`src/rtl/gpiomw_pkg.sv`:
```
package gpiomw_pkg;
  typedef enum logic [1:0] {
    GRP_MODE  = 2'd0,
    GRP_DRVEN = 2'd1,
    GRP_DRVAL = 2'd2,
    GRP_LEVEL = 2'd3
  } grp_e;

  typedef struct packed {
    logic       hit;
    logic       masked;
    grp_e       grp;
    logic [1:0] port;
  } dec_t;

  localparam int unsigned GROUP_STRIDE = 16;
  localparam int unsigned PORT_STRIDE  = 4;
  localparam int unsigned WINDOW_BYTES = 4 * GROUP_STRIDE;
endpackage

```
`src/rtl/gpiomw_addr_dec.sv`:
```
module gpiomw_addr_dec
  import gpiomw_pkg::*;
#(
  parameter int unsigned ADDR_W   = 12,
  parameter int unsigned PORTS    = 4,
  parameter logic [11:0] MASK_OFS = 12'h080
) (
  input  logic [ADDR_W-1:0] addr,
  output dec_t              dec
);
  localparam logic [ADDR_W-1:0] WIN  = ADDR_W'(WINDOW_BYTES);
  localparam logic [ADDR_W-1:0] MOFS = ADDR_W'(MASK_OFS);

  logic [ADDR_W-1:0] off;
  logic              in_plain;
  logic              in_mask;

  always_comb begin
    in_plain = (addr < WIN);
    in_mask  = (addr >= MOFS) && (addr < MOFS + WIN);
    off      = in_mask ? (addr - MOFS) : addr;
    dec.masked = in_mask;
    dec.grp    = grp_e'(off[5:4]);
    dec.port   = off[3:2];
    dec.hit    = (in_plain || in_mask) && (int'(off[3:2]) < int'(PORTS));
  end
endmodule

```
`src/rtl/gpiomw_sync.sv`:
```
module gpiomw_sync #(
  parameter int unsigned W = 32
) (
  input  logic         clk,
  input  logic         rst,
  input  logic [W-1:0] d,
  output logic [W-1:0] q
);
  logic [W-1:0] meta;

  always_ff @(posedge clk) begin
    if (rst) begin
      meta <= '0;
      q    <= '0;
    end else begin
      meta <= d;
      q    <= meta;
    end
  end
endmodule

```
`src/rtl/gpiomw_port.sv`:
```
module gpiomw_port
  import gpiomw_pkg::*;
#(
  parameter int unsigned PIN_W = 8
) (
  input  logic               clk,
  input  logic               rst,
  input  logic               wr,
  input  logic               masked,
  input  grp_e               grp,
  input  logic [2*PIN_W-1:0] wdata,
  output logic [PIN_W-1:0]   mode_q,
  output logic [PIN_W-1:0]   drven_q,
  output logic [PIN_W-1:0]   drval_q
);
  logic [PIN_W-1:0] dat;
  logic [PIN_W-1:0] sel;

  assign dat = wdata[PIN_W-1:0];
  assign sel = masked ? wdata[2*PIN_W-1:PIN_W] : '1;

  function automatic logic [PIN_W-1:0] merge(input logic [PIN_W-1:0] cur,
                                             input logic [PIN_W-1:0] nd,
                                             input logic [PIN_W-1:0] m);
    return (cur & ~m) | (nd & m);
  endfunction

  always_ff @(posedge clk) begin
    if (rst) begin
      mode_q  <= '0;
      drven_q <= '0;
      drval_q <= '0;
    end else if (wr) begin
      case (grp)
        GRP_MODE:  mode_q  <= merge(mode_q, dat, sel);
        GRP_DRVEN: drven_q <= merge(drven_q, dat, sel);
        GRP_DRVAL: drval_q <= merge(drval_q, dat, sel);
        default: ;
      endcase
    end
  end

  AST_PLAIN_LOAD: assert property (@(posedge clk) disable iff (rst)
    (wr && !masked && grp == GRP_DRVAL) |=> drval_q == $past(wdata[PIN_W-1:0]));

  AST_MASK_SEL: assert property (@(posedge clk) disable iff (rst)
    (wr && masked && grp == GRP_MODE) |=>
      (((mode_q ^ $past(mode_q)) & ~$past(wdata[2*PIN_W-1:PIN_W])) == '0));

  AST_MASK_NOSEL: assert property (@(posedge clk) disable iff (rst)
    (wr && masked && wdata[2*PIN_W-1:PIN_W] == '0) |=>
      ($stable(mode_q) && $stable(drven_q) && $stable(drval_q)));

  AST_LEVEL_RO: assert property (@(posedge clk) disable iff (rst)
    (!wr || grp == GRP_LEVEL) |=>
      ($stable(mode_q) && $stable(drven_q) && $stable(drval_q)));
endmodule

```
`src/rtl/gpiomw_bank.sv`:
```
module gpiomw_bank
  import gpiomw_pkg::*;
#(
  parameter int unsigned ADDR_W   = 12,
  parameter int unsigned PORTS    = 4,
  parameter int unsigned PIN_W    = 8,
  parameter int unsigned DATA_W   = 32,
  parameter logic [11:0] MASK_OFS = 12'h080
) (
  input  logic              clk,
  input  logic              rst,
  input  logic [ADDR_W-1:0] bus_addr,
  input  logic              bus_wr,
  input  logic [DATA_W-1:0] bus_wdata,
  output logic [DATA_W-1:0] bus_rdata,
  input  logic [PORTS*PIN_W-1:0] pad_in,
  output logic [PORTS*PIN_W-1:0] pad_out,
  output logic [PORTS*PIN_W-1:0] pad_oe
);
  localparam int unsigned PINS = PORTS * PIN_W;

  dec_t dec;
  logic [PINS-1:0]  pad_sync;
  logic [PINS-1:0]  level_q;
  logic [PIN_W-1:0] mode_a  [PORTS];
  logic [PIN_W-1:0] drven_a [PORTS];
  logic [PIN_W-1:0] drval_a [PORTS];
  logic [PINS-1:0]  mode_all;
  logic [PINS-1:0]  drven_all;
  logic [PINS-1:0]  drval_all;
  logic [PIN_W-1:0] rd_sel;

  gpiomw_addr_dec #(.ADDR_W(ADDR_W), .PORTS(PORTS), .MASK_OFS(MASK_OFS)) dec_i (
    .addr(bus_addr), .dec(dec));

  gpiomw_sync #(.W(PINS)) sync_i (
    .clk(clk), .rst(rst), .d(pad_in), .q(pad_sync));

  always_ff @(posedge clk) begin
    if (rst) level_q <= '0;
    else     level_q <= pad_sync;
  end

  for (genvar p = 0; p < PORTS; p++) begin : g_port
    gpiomw_port #(.PIN_W(PIN_W)) port_i (
      .clk    (clk),
      .rst    (rst),
      .wr     (bus_wr && dec.hit && int'(dec.port) == p),
      .masked (dec.masked),
      .grp    (dec.grp),
      .wdata  (bus_wdata[2*PIN_W-1:0]),
      .mode_q (mode_a[p]),
      .drven_q(drven_a[p]),
      .drval_q(drval_a[p])
    );
    assign mode_all [p*PIN_W +: PIN_W] = mode_a[p];
    assign drven_all[p*PIN_W +: PIN_W] = drven_a[p];
    assign drval_all[p*PIN_W +: PIN_W] = drval_a[p];
  end

  always_comb begin
    rd_sel = '0;
    for (int p = 0; p < PORTS; p++) begin
      if (dec.hit && int'(dec.port) == p) begin
        case (dec.grp)
          GRP_MODE:  rd_sel = mode_a[p];
          GRP_DRVEN: rd_sel = drven_a[p];
          GRP_DRVAL: rd_sel = drval_a[p];
          default:   rd_sel = level_q[p*PIN_W +: PIN_W];
        endcase
      end
    end
  end

  always_ff @(posedge clk) begin
    if (rst) begin
      bus_rdata <= '0;
      pad_oe    <= '0;
    end else begin
      bus_rdata <= DATA_W'(rd_sel);
      pad_oe    <= mode_all & drven_all;
    end
  end

  assign pad_out = drval_all;

  AST_OE_GATE: assert property (@(posedge clk) disable iff (rst)
    pad_oe == $past(mode_all & drven_all));

  AST_UNMAPPED_ZERO: assert property (@(posedge clk) disable iff (rst)
    !dec.hit |=> bus_rdata == '0);

  AST_RESET_CLEAR: assert property (@(posedge clk)
    $past(rst) |-> (pad_oe == '0 && pad_out == '0));
endmodule

```
`config.mk`:
```
export PLATFORM = sky130hd
export DESIGN_NAME = gpiomw_bank
export DESIGN_NICKNAME = d
export VERILOG_FILES = /design/src/rtl/gpiomw_pkg.sv /design/src/rtl/gpiomw_addr_dec.sv /design/src/rtl/gpiomw_sync.sv /design/src/rtl/gpiomw_port.sv /design/src/rtl/gpiomw_bank.sv
export SDC_FILE = /design/constraint.sdc
export NUM_CORES = 1
export LEC_CHECK = 0
export BUFFER_PORTS_ARGS = -buffer_cell sky130_fd_sc_hd__buf_2
export CAP_MARGIN = 20
export CORE_MARGIN = 8
export CORE_UTILIZATION = 45
export DETAILED_ROUTE_END_ITERATION = 8
export GPL_TIMING_DRIVEN = 0
export HOLD_SLACK_MARGIN = 0.02
export MAX_ROUTING_LAYER = met4
export PLACE_DENSITY = 0.75
export SLEW_MARGIN = 20
export SYNTH_ARGS = -nofsm -noshare
export SYNTH_HDL_FRONTEND = slang
export SYNTH_SLANG_ARGS = --single-unit
```
`constraint.sdc`:
```
create_clock -name clk -period 1.75 [get_ports clk]
set_input_delay 0.175 -clock clk [delete_from_list [all_inputs] [get_ports clk]]
set_output_delay 0.175 -clock clk [all_outputs]
set_load 0.05 [all_outputs]
```
==> metrics.csv, run 1 <==
metric,value,unit
dpl ws,-794,ps
Hold Fails Final Rpt,0,
Critical Path Fanout Max,10,
initial antenna violation count,3,
Die Wd,156,um
Post-Syn Instances,907,
input/output buffers,131,
GRT overflow,0,
Compound-Gate Fraction of Synth Area,0.117,
post-synthesis sequential area ratio,0.527,
Yosys reg bits,232,
DRT antenna net count,0,
maxcap violations,0,
maximum VDD drop,0.640,mV
post-route cell area,11100,um^2
number of I/O pins,175,
Ys Warns,0,
FMAX,564,MHz
Clock Latency Late Sink,520,ps
failing checks,setup timing,
CP Launch Type,primary input,
RePlAce Congestion,0.952,
first-pass GRT wire length,42100,um
Final Max Slew Viols,0,
Worst Path Required,2120,ps
clock buffer depth,3,
post-synthesis mux area share,0.0920,
"Avg Cell Area, Syn",9.72,um^2
setup TNS,-49.0,ps
Core Rows,51,
final wirelength,28000,um
Core Area,19300,um^2
"Cell Area, Synth",8810,um^2
simple-gate share of the synthesized area,0.209,
Worst Skew,9.74,ps
Initial Utilization,0.456,
fin crit share,1.01,
worst min-delay path category,primary input to register,
DR vias/cell,5.33,
clk slew on worst S/H paths,60,ps
RSZ-0062 raised after global routing,yes,
minimum clock period,1770,ps
Tightest Pin Transition,932,ps
max_slew headroom,0.376,
Post-DP Area,9890,um^2
# Post-CTS Setup Buffers,0,
Die H,156,um
drt drc,0,
routed via count,7535,
largest net degree at the start of global routing,14,
DR WL/cell,19.8,um
area delta synth->final,26.3,%
largest family of logic cells by synthesized area,simple AND/OR/NAND/NOR gates,
post-synthesis adder-cell area fraction,0,
worst setup path category,primary input to register,
P_leak,0.00443,uW
die area,24300,um^2
H-tree depth,1,
HPWL Detailed,19500,um
clock sinks,232,
synth unique cells,29,
vias in the first global route,7353,
status,finished with violations,
slack of the critical path,-22.2,ps
final hold slack,86.4,ps
number of fill cells,1691,
XOR/XNOR share of the synthesized area,0,
Total Routing Usage GR,0.233,
share of layout cells above drive strength 1,0.230,
initial DRC count,704,
arrival time at the worst endpoint,2140,ps
power after layout,11400,uW
final setup fails,4,
iteration count of the initial detailed-routing pass,7,
CP Capture Type,register,
"Net count, final",1206,
TritonCTS clock tree,yes,
cts bufs inserted,24,
root buffer cell,clkbuf_16,
Power Density,1020,nW/um^2
## kinds of logic after synthesis
logic type	count (synthesis)
AND/OR/NAND/NOR	340
other	1
buffers and inverters	94
AO/OA/AOI/OAI	200
multiplexers	40
flip-flops	232
## cell type report
class / instances / area [um^2] / area share
repair buffers: 171 / 1060 / 0.0949
well taps: 265 / 332 / 0.0298
multi-input cells: 604 / 3800 / 0.341
clock inverters: 8 / 90.1 / 0.00809
clock buffers: 36 / 707 / 0.0635
flip-flops and latches: 232 / 4640 / 0.417
plain buffers: 94 / 497 / 0.0446
diodes: 3 / 7.51 / 0.000674
## Yosys cell counts (all sizes together)
| library cell | number | area, um^2 |
|---|---|---|
| nor4 | 2 | 25.0 |
| and3b | 2 | 17.5 |
| nand2b | 17 | 106 |
| or4 | 1 | 7.51 |
| conb | 1 | 3.75 |
| and3 | 4 | 25.0 |
| mux2 | 8 | 90.1 |
| dfxtp | 232 | 4640 |
| nand3b | 1 | 7.51 |
| a21oi | 96 | 480 |
| or3b | 1 | 8.76 |
| clkbuf | 51 | 191 |
| and2 | 8 | 50.1 |
| nor3b | 1 | 7.51 |
| nor2 | 34 | 128 |
| buf | 43 | 295 |
| mux4 | 32 | 721 |
| nand2 | 56 | 210 |
| o21ai | 96 | 480 |
| nor3 | 4 | 65.1 |
| nor2b | 106 | 663 |
| or2 | 1 | 6.26 |
| nand3 | 102 | 510 |
| a32oi | 8 | 70.1 |
## layer usage
metal | GRT usage | wire length (um)
met1 | 0.284 | 10800
met2 | 0.354 | 12500
met3 | 0.0607 | 3400
met4 | 0.115 | 1270
met5 | - | 0
## layout by cell type (no fill, tap or decap), types with 2 or more instances in the layout
cell type,n
and2_0,7
buf_6,4
clkinv_2,6
clkbuf_8,4
nor3_4,4
nor2_1,34
nand3_2,3
o21ai_0,76
clkbuf_2,4
conb_1,24
and3b_1,2
o21ai_1,20
buf_2,140
bufinv_16,2
and3_1,4
nand2b_1,17
mux4_2,32
dfxtp_1,232
mux2_2,8
diode_2,3
a32oi_1,8
nor2b_1,106
dlygate4sd3_1,40
nand2_1,56
buf_1,5
nand3_1,99
clkbuf_1,53
clkbuf_16,25
a21oi_1,96
buf_4,25
## worst paths after layout
kind | cells after the start | from | slack [ps] | to
worst max-delay path | 6 | bus_addr[8] | -20 | register
worst min-delay path | 4 | bus_addr[9] | 90 | bus_rdata[6]
worst max register to register | 4 | level_q[13] | 360 | bus_rdata[5]
worst min register to register | 1 | sync_i.q[11] | 430 | level_q[11]
## critical path, stage by stage
cell and delay, ps:
buf_2 120, nor4_4 580, nand3_1 460, clkbuf_1 430
o21ai_0 280, a21oi_1 90
## power by group
part	switching [uW]	leakage [uW]	internal (uW)
sequential	24.2	0.00188	5370
combinational	534	0.00215	292
clock	2060	0.000397	3080
total	2620	0.00443	8740
## through the flow
stage	std cells	utilization
2_1_floorplan	930	-
3_3_place_gp	1326	0.511
3_5_place_dp	1326	0.511
4_1_cts	1410	0.574
5_1_grt	1413	0.576
6_report	1413	0.576
## timing repair
action | in CTS | in global routing
gates resized for setup | 6 | 10
hold buffers | 40 | 0
endpoints found under the hold margin | 48 | 0
endpoints found under the setup margin | 66 | 48
No activity file was read; power rests on OpenSTA's default activity.
==> run 2, diff against run 1 <==
Settings changed: SETUP_SLACK_MARGIN from default to 0.4.
==> metrics.csv, run 2 (synthesized netlist as in run 1, its figures left out) <==
metric,value,unit
status,completed,
maxcap violations,0,
iteration count of the initial detailed-routing pass,5,
Power Density,1020,nW/um^2
"most common cell after layout, fill and taps aside",dfxtp_1,
dpl ws,-445,ps
placed insts,1326,
slack of the critical path,372,ps
HPWL Detailed,19500,um
initial DRC count,718,
DR WL/cell,19.6,um
H-tree depth,1,
FMAX,726,MHz
Die Wd,156,um
initial antenna violation count,1,
DRT antenna net count,0,
Worst Skew,10.3,ps
share of layout cells above drive strength 1,0.289,
largest net degree at the start of global routing,17,
r2r setup slk,400,ps
CP max stage delay,300,ps
routed via count,7652,
Worst Path Required,2120,ps
clock buffer depth,3,
area delta synth->final,31.3,%
Initial Utilization,0.456,
cts bufs inserted,24,
clk slew on worst S/H paths,60,ps
vias in the first global route,7467,
DR vias/cell,5.40,
input/output buffers,131,
minimum clock period,1380,ps
drt drc,0,
CP Buf/Inv Count,4,
hold depth,5,
arrival time at the worst endpoint,1750,ps
min-delay src,bus_addr[3],
FF-to-FF End,bus_rdata[2],
final setup fails,0,
clock sinks,232,
"Net count, final",1213,
worst min-delay path category,primary input to register,
Core Area,19300,um^2
CP Launch Type,primary input,
P_leak,0.00462,uW
Tightest Pin Transition,805,ps
Hold Path Sink,bus_rdata[5],
Final Util,0.599,
Total Routing Usage GR,0.229,
slowest CP cell,clkbuf_4,
final wirelength,27800,um
Critical Path Fanout Max,10,
TritonCTS clock tree,yes,
RePlAce Congestion,0.951,
RSZ-0062 raised after global routing,yes,
Hold Fails Final Rpt,0,
number of I/O pins,175,
crit path cell chain,"buf_2, buf_6, buf_8, nor3b_2, nand3_2, clkbuf_4, o21ai_0, a21oi_1",
first-pass GRT wire length,42000,um
"Cell Count, Final, Fillers Out",1418,
maximum VDD drop,0.669,mV
setup TNS,0,ps
die area,24300,um^2
"CP delay by family, top",buffers and inverters,
CP Capture Type,register,
fin crit share,0.787,
reg2reg path depth,4,
root buffer cell,clkbuf_16,
GRT overflow,0,
Final Max Slew Viols,0,
Clock Latency Late Sink,520,ps
Core Rows,51,
worst setup path category,primary input to register,
most frequent cells in the layout,"dfxtp_1 (218), buf_2 (122), nor2b_1 (105)",
max_slew headroom,0.463,
Die H,156,um
final hold slack,219,ps
==> run 2: cell count changes in the layout (fill, tap and decap cells not counted), moves of 14 or more <==
| cell | change |
|---|---|
| buf_4 | +19 |
| dfxtp_1 | -14 |
| nand3_1 | -17 |
| nand3_2 | +17 |
| buf_2 | -18 |
==> run 2: power breakdown <==
| part | leakage [uW] | internal, uW | total [uW] | switching, uW |
|---|---|---|---|---|
| Combinational | 0.00229 | 309 | 862 | 552 |
| Clock | 0.000435 | 3410 | 5590 | 2190 |
| Sequential | 0.00189 | 5370 | 5390 | 24.3 |
| Total | 0.00462 | 9080 | 11800 | 2760 |
==> run 2: metrics by stage <==
step                instance area (um^2)  power [uW]
floorplan                           9030        6020
global placement                   10000        6260
detailed placement                 10000        6260
CTS                                11400       11900
global route                       11600       12200
finish                             11600       11800
==> run 2: final cells by class <==
class	instances	area, um^2
Timing Repair Buffer	178	1160
Buffer	94	559
Fill cell	1669	7760
Clock buffer	26	639
Clock inverter	18	240
Tap cell	265	332
Sequential cell	232	4660
Antenna cell	1	2.50
Multi-Input combinational cell	604	3980
==> run 2: routing by layer <==
| layer | routed length [um] | GRT usage | share of wire | up-vias |
|---|---|---|---|---|
| met5 | 0 | - | 0 | - |
| met4 | 987 | 0.0980 | 0.036 | 0 |
| met3 | 3200 | 0.0540 | 0.12 | 78 |
| met2 | 12700 | 0.354 | 0.46 | 456 |
| met1 | 10800 | 0.284 | 0.39 | 3578 |
| li1 | - | - | - | 3540 |
==> run 2: worst reg2reg max path, delay by kind of cell (launching register included) <==
family	cells	cell delay (ps)
flip-flops	1	320
multiplexers	2	770
AND/OR/NAND/NOR	2	160
==> run 2: what timing repair did <==
| item | CTS | global route |
|---|---|---|
| pin swaps | 2 | 8 |
| gates resized for setup | 33 | 59 |
| endpoints found under the setup margin | 125 | 94 |
| hold endpoints to repair | 48 | 0 |
| buffers inserted | 4 | 3 |
| hold buffers | 40 | 0 |
==> run 2: worst max path at each step <==
| stage | endpoint | depth (start not counted) | from |
|---|---|---|---|
| 6_report | register | 8 | bus_addr[4] |
| 3_5_place_dp | pad_oe[12] | 4 | rst |
| 2_1_floorplan | register | 6 | bus_addr[8] |
| 5_1_grt | register | 8 | bus_addr[4] |
| 3_3_place_gp | pad_oe[12] | 4 | rst |
| 4_1_cts | register | 6 | bus_addr[11] |
